<file path="src/rtl/ata_window_decoder.sv">
module ata_window_decoder #(
  parameter int ADDR_W      = 32,
  parameter int WIN_BITS    = 12,
  parameter int STRIDE_BITS = 4,
  parameter int TF_FIRST    = 1,
  parameter int TF_LAST     = 7,
  parameter int CTL_IDX_A   = 8,
  parameter int CTL_IDX_B   = 22
) (
  input  logic              clk,
  input  logic              rst,
  input  logic [ADDR_W-1:0] bus_addr,
  input  logic [3:0]        bus_be,
  input  logic [31:0]       bus_wdata,
  input  logic              bus_rd,
  input  logic              bus_wr,
  output logic [31:0]       bus_rdata,
  output logic [2:0]        tf_sel,
  output logic              tf_rd,
  output logic              tf_wr,
  output logic [7:0]        reg_wdata,
  input  logic [7:0]        tf_rdata,
  output logic              ctl_wr,
  output logic              alt_rd,
  input  logic [7:0]        alt_rdata,
  output logic              dat_rd,
  output logic              dat_wr,
  output logic              dat_wide,
  output logic [31:0]       dat_wdata,
  input  logic [31:0]       dat_rdata,
  input  logic              drv_irq_in,
  input  logic              dma_irq_in,
  output logic              drv_irq,
  output logic              dma_irq
);
  localparam int IDX_W  = WIN_BITS - STRIDE_BITS;
  localparam int NBYTES = 4;

  typedef enum logic [2:0] {
    RK_NONE, RK_TF, RK_ALT, RK_D16, RK_D32, RK_FF8, RK_FF16, RK_FF32
  } rkind_t;

  logic [IDX_W-1:0] idx;
  logic is_b, is_h, is_w;
  logic is_tf, is_ctl, is_dat;
  logic rd_ok, wr_ok;
  logic [31:0] wsw32, rsw32;
  logic [15:0] wsw16, rsw16;
  rkind_t rk_q, rk_d;
  logic unused_addr_bits;

  assign idx = bus_addr[WIN_BITS-1:STRIDE_BITS];
  assign unused_addr_bits = ^{bus_addr[ADDR_W-1:WIN_BITS], bus_addr[STRIDE_BITS-1:0]};

  always_comb begin
    is_b = 1'b0;
    is_h = 1'b0;
    is_w = 1'b0;
    case (bus_be)
      4'b0001, 4'b0010, 4'b0100, 4'b1000: is_b = 1'b1;
      4'b0011, 4'b1100:                   is_h = 1'b1;
      4'b1111:                            is_w = 1'b1;
      default: ;
    endcase
  end

  assign is_tf  = is_b && (idx >= IDX_W'(TF_FIRST)) && (idx <= IDX_W'(TF_LAST));
  assign is_ctl = is_b && ((idx == IDX_W'(CTL_IDX_A)) || (idx == IDX_W'(CTL_IDX_B)));
  assign is_dat = (is_h || is_w) && (idx == '0);
  assign rd_ok  = bus_rd && !bus_wr;
  assign wr_ok  = bus_wr && !bus_rd;

  for (genvar g = 0; g < NBYTES; g++) begin : g_swap
    assign wsw32[8*g +: 8] = bus_wdata[8*(NBYTES-1-g) +: 8];
    assign rsw32[8*g +: 8] = dat_rdata[8*(NBYTES-1-g) +: 8];
  end
  assign wsw16 = {bus_wdata[7:0], bus_wdata[15:8]};
  assign rsw16 = {dat_rdata[7:0], dat_rdata[15:8]};

  always_comb begin
    rk_d = RK_NONE;
    if (rd_ok) begin
      if (is_tf)               rk_d = RK_TF;
      else if (is_ctl)         rk_d = RK_ALT;
      else if (is_dat && is_h) rk_d = RK_D16;
      else if (is_dat && is_w) rk_d = RK_D32;
      else if (is_b)           rk_d = RK_FF8;
      else if (is_h)           rk_d = RK_FF16;
      else if (is_w)           rk_d = RK_FF32;
    end
  end

  always_ff @(posedge clk) begin
    if (rst) begin
      tf_rd     <= 1'b0;
      tf_wr     <= 1'b0;
      ctl_wr    <= 1'b0;
      alt_rd    <= 1'b0;
      dat_rd    <= 1'b0;
      dat_wr    <= 1'b0;
      dat_wide  <= 1'b0;
      tf_sel    <= '0;
      reg_wdata <= '0;
      dat_wdata <= '0;
      rk_q      <= RK_NONE;
    end else begin
      tf_rd  <= rd_ok && is_tf;
      tf_wr  <= wr_ok && is_tf;
      ctl_wr <= wr_ok && is_ctl;
      alt_rd <= rd_ok && is_ctl;
      dat_rd <= rd_ok && is_dat;
      dat_wr <= wr_ok && is_dat;
      rk_q   <= rk_d;
      if (is_tf)
        tf_sel <= idx[2:0];
      if (is_dat)
        dat_wide <= is_w;
      if (wr_ok && (is_tf || is_ctl))
        reg_wdata <= bus_wdata[7:0];
      if (wr_ok && is_dat)
        dat_wdata <= is_w ? wsw32 : {16'h0, wsw16};
    end
  end

  always_comb begin
    case (rk_q)
      RK_TF:   bus_rdata = {24'h0, tf_rdata};
      RK_ALT:  bus_rdata = {24'h0, alt_rdata};
      RK_D16:  bus_rdata = {16'h0, rsw16};
      RK_D32:  bus_rdata = rsw32;
      RK_FF8:  bus_rdata = 32'h0000_00FF;
      RK_FF16: bus_rdata = 32'h0000_FFFF;
      RK_FF32: bus_rdata = 32'hFFFF_FFFF;
      default: bus_rdata = 32'h0;
    endcase
  end

  assign drv_irq = drv_irq_in;
  assign dma_irq = dma_irq_in;
endmodule


</file>
<file path="config.mk">
export PLATFORM = sky130hd
export DESIGN_NAME = ata_window_decoder
export DESIGN_NICKNAME = d
export VERILOG_FILES = /design/src/rtl/ata_window_decoder.sv
export SDC_FILE = /design/constraint.sdc
export NUM_CORES = 1
export LEC_CHECK = 0
export ABC_AREA = 0
export CAP_MARGIN = 20
export CORE_ASPECT_RATIO = 0.75
export CORE_MARGIN = 5
export CORE_UTILIZATION = 30
export CTS_CLUSTER_SIZE = 40
export DETAILED_ROUTE_END_ITERATION = 8
export HOLD_SLACK_MARGIN = 0.15
export PLACE_DENSITY = 0.68
export SETUP_SLACK_MARGIN = 0.15
export SYNTH_ARGS = -nofsm -noshare
export SYNTH_HDL_FRONTEND = slang
export SYNTH_SLANG_ARGS = --single-unit
</file>
<file path="constraint.sdc">
create_clock -name clk -period 2.3 [get_ports clk]
set_input_delay 0.46 -clock clk [delete_from_list [all_inputs] [get_ports clk]]
set_output_delay 0.46 -clock clk [all_outputs]
set_load 0.005 [all_outputs]
</file>
==> out/results.ini <==
[layout]
mostFrequentLayoutCell=clkdlybuf4s50_1
fillerInstances=969
seq_area_sq_um=1072
drive_gt1_frac=0.1821
multi_input_area_sq_um=2059
nNetsFinal=714
diodes=0
mostFrequentLayoutCells=139 x clkdlybuf4s50_1, 50 x dfxtp_1, 44 x a21oi_1
area_delta_synth_final_pct=79.18

[worst_setup_path]
endpoint_kind=output pin
worst-setup-path-type=input port to output pin
arrival_ns=1.72
critPathRequiredTime_ns=1.84
worstPathMaxFanout=2
r2r-start=reg_wdata[3]
r2r_end=reg_wdata[3]
r2r.worst_path.cells=2
r2r_slack_ns=1.46
start_kind=input port

[clocking]
path_clk_slew_ns=0.06
cts_max_path_buffers=2
clock-sinks=53
ctsHtreeMaxLevel=2
clock_tree.root_cell=clkbuf_16
cts_made_buffers=5
cts_tree=done
insertion_delay_ns=0.29

[min_path]
hold-path-endpoint=dat_wdata[17]
min_path_cells=2
hp-start=dat_wdata[17]
hp-class=register to register

[timing]
fin_ws_ns=0.1220
setup_viol=0
hold_viol=0
slew_viol_final=0
post-route-period-util=0.9470
max_freq_mhz=459.1
slew-limit-headroom=0.5727
fin_crit_ns=2.178
tightest_slew_ns=0.6393
rsz0062_at_grt=yes
fin_setup_tns_ns=0
fin_worst_skew_ns=0

[placed_design]
io_buffer_count=177
hpwl_mm=10.03
post-place-ws_ns=-0.2335
place_congestion=0.8559

[synth]
synthesis.nets=509
yosysSeqAreaShare=0.3325
postSynthAreaPerCell_sq_um=8.244
syn_area_sq_um=3191
synth_seq_cells=53
ys.flop_type=dfxtp_1
synth-warning-count=0
synthCells=387
ys_types=50
synth_edf_count=0
synthArstFlopShare=0

[routing]
routed_wl_mm=12.75
vias_per_cell=4.893
drtIter0Drc=205
dr.pass1.iters=6
routed-via-count=3567
ant_nets=0
wl_per_cell_microns=17.49
drc=0

[pwr]
finalPower_mw=2.123
powerDensity_nw_per_um2=371.4
leakage_nw=2.455
irDropWorstVdd_mv=0.2632

[job]
drv_cap=0

[floorplanning]
coreArea_sq_um=10330
chipHeight_microns=99.31
ios=206
start_util=0.3089
dieArea_sq_um=12820
fp.dieW_microns=129.1
num_rows=32

[global_route]
grt_pass1_vias=3411
grt.total_usage=0.1861
grt_overflow=0
antenna_found_initial=0
grt_pass1_wl_mm=18.86
grt_max_degree=34

[status]
outcome=finished clean

critical path: stages:
cell	delay (ns)
clkdlybuf4s50_1	0.45
a221oi_4	0.33
nor2_1	0.08
a2bb2oi_1	0.13
dlygate4sd2_1	0.27
cells by family (layout without fill, tap and decap cells):
family	count (synthesis)	count (layout)	synth area share
DFF	53	53	0.3325
buffers and inverters	35	241	0.05333
muxes	39	39	0.1231
and+or+nand+nor	177	177	0.3192
AOI/OAI and AO/OA	82	82	0.1690
xor gates and xnor gates	1	1	0.002746
flip-flops by register name, indices dropped and copies added (netlist names), 3 cells and up:
signal	flops
tf_sel	3
dat_wdata	32
rk_q	3
reg_wdata	8
synthesized netlist by cell type (all sizes together) (3+ instances only):
cell type	count	area [sq um]
clkbuf	22	82.58
dfxtp	53	1061
nor2b	29	181.4
o21ai	10	50.05
or3	4	26.28
or2b	16	137.6
mux2i	37	370.4
nand3b	7	52.55
nand2b	15	93.84
nor2	32	120.1
a221oi	4	52.56
nor3	21	110.1
a2bb2oi	3	26.28
a22o	9	78.83
nand2	25	93.84
and3	16	100.1
a21oi	45	225.2
buf	9	56.30
cell type report:
class | instances | share of cell area
repair buffers | 231 | 0.3955
multi-input cells | 299 | 0.3603
flip-flops and latches | 53 | 0.1876
well taps | 136 | 0.02977
clock buffers | 5 | 0.02189
clock inverters | 3 | 0.003721
inverters | 2 | 0.001313
per-stage QoR:
stage | instance area, sq um | util | std cells | hold slack, ns
after detailed placement | 5383 | 0.5211 | 712 | 0.4673
after global routing | 5717 | 0.5534 | 729 | 0.5012
after floorplan | 3191 | - | 387 | 0.4645
after CTS | 5629 | 0.5449 | 726 | 0.4817
final | 5717 | 0.5534 | 729 | 0.4814
after global placement | 5383 | 0.5211 | 712 | 0.4617
routing by layer:
metal	share of wire	vias up	GRT usage
li1	-	1780	-
met1	0.47	1691	0.2698
met2	0.47	83	0.2894
met3	0.040	13	0.02952
met4	0.014	0	0.04278
met5	0	-	0
how the worst max path moves through the flow:
stage	start	endpoint	slack (ns)	cells past startpoint
CTS	rk_q[0]	bus_rdata[6]	0.14	7
floorplan	bus_addr[5]	reg_wdata[0]	0.24	4
detailed placement	bus_addr[6]	reg_wdata[3]	-0.23	6
finish	alt_rdata[6]	bus_rdata[6]	0.12	5
global placement	bus_addr[6]	rk_q[2]	-0.19	5
global route	alt_rdata[6]	bus_rdata[6]	0.08	5
report_power, final:
group / internal (mW) / switching, mW / total, mW
registers: 0.916 / 0.00455 / 0.921
logic: 0.264 / 0.176 / 0.440
clock network: 0.406 / 0.357 / 0.763
total: 1.59 / 0.537 / 2.12
what timing repair did:
| item | in CTS | in global routing |
|---|---|---|
| hold buffers | 0 | 0 |
| pin swaps | 5 | 5 |
| buffers inserted | 5 | 2 |
| gates resized for setup | 56 | 29 |
| endpoints found under the setup margin | 50 | 48 |
| gates cloned | 1 | 1 |
No activity file was read; power rests on OpenSTA's default activity.
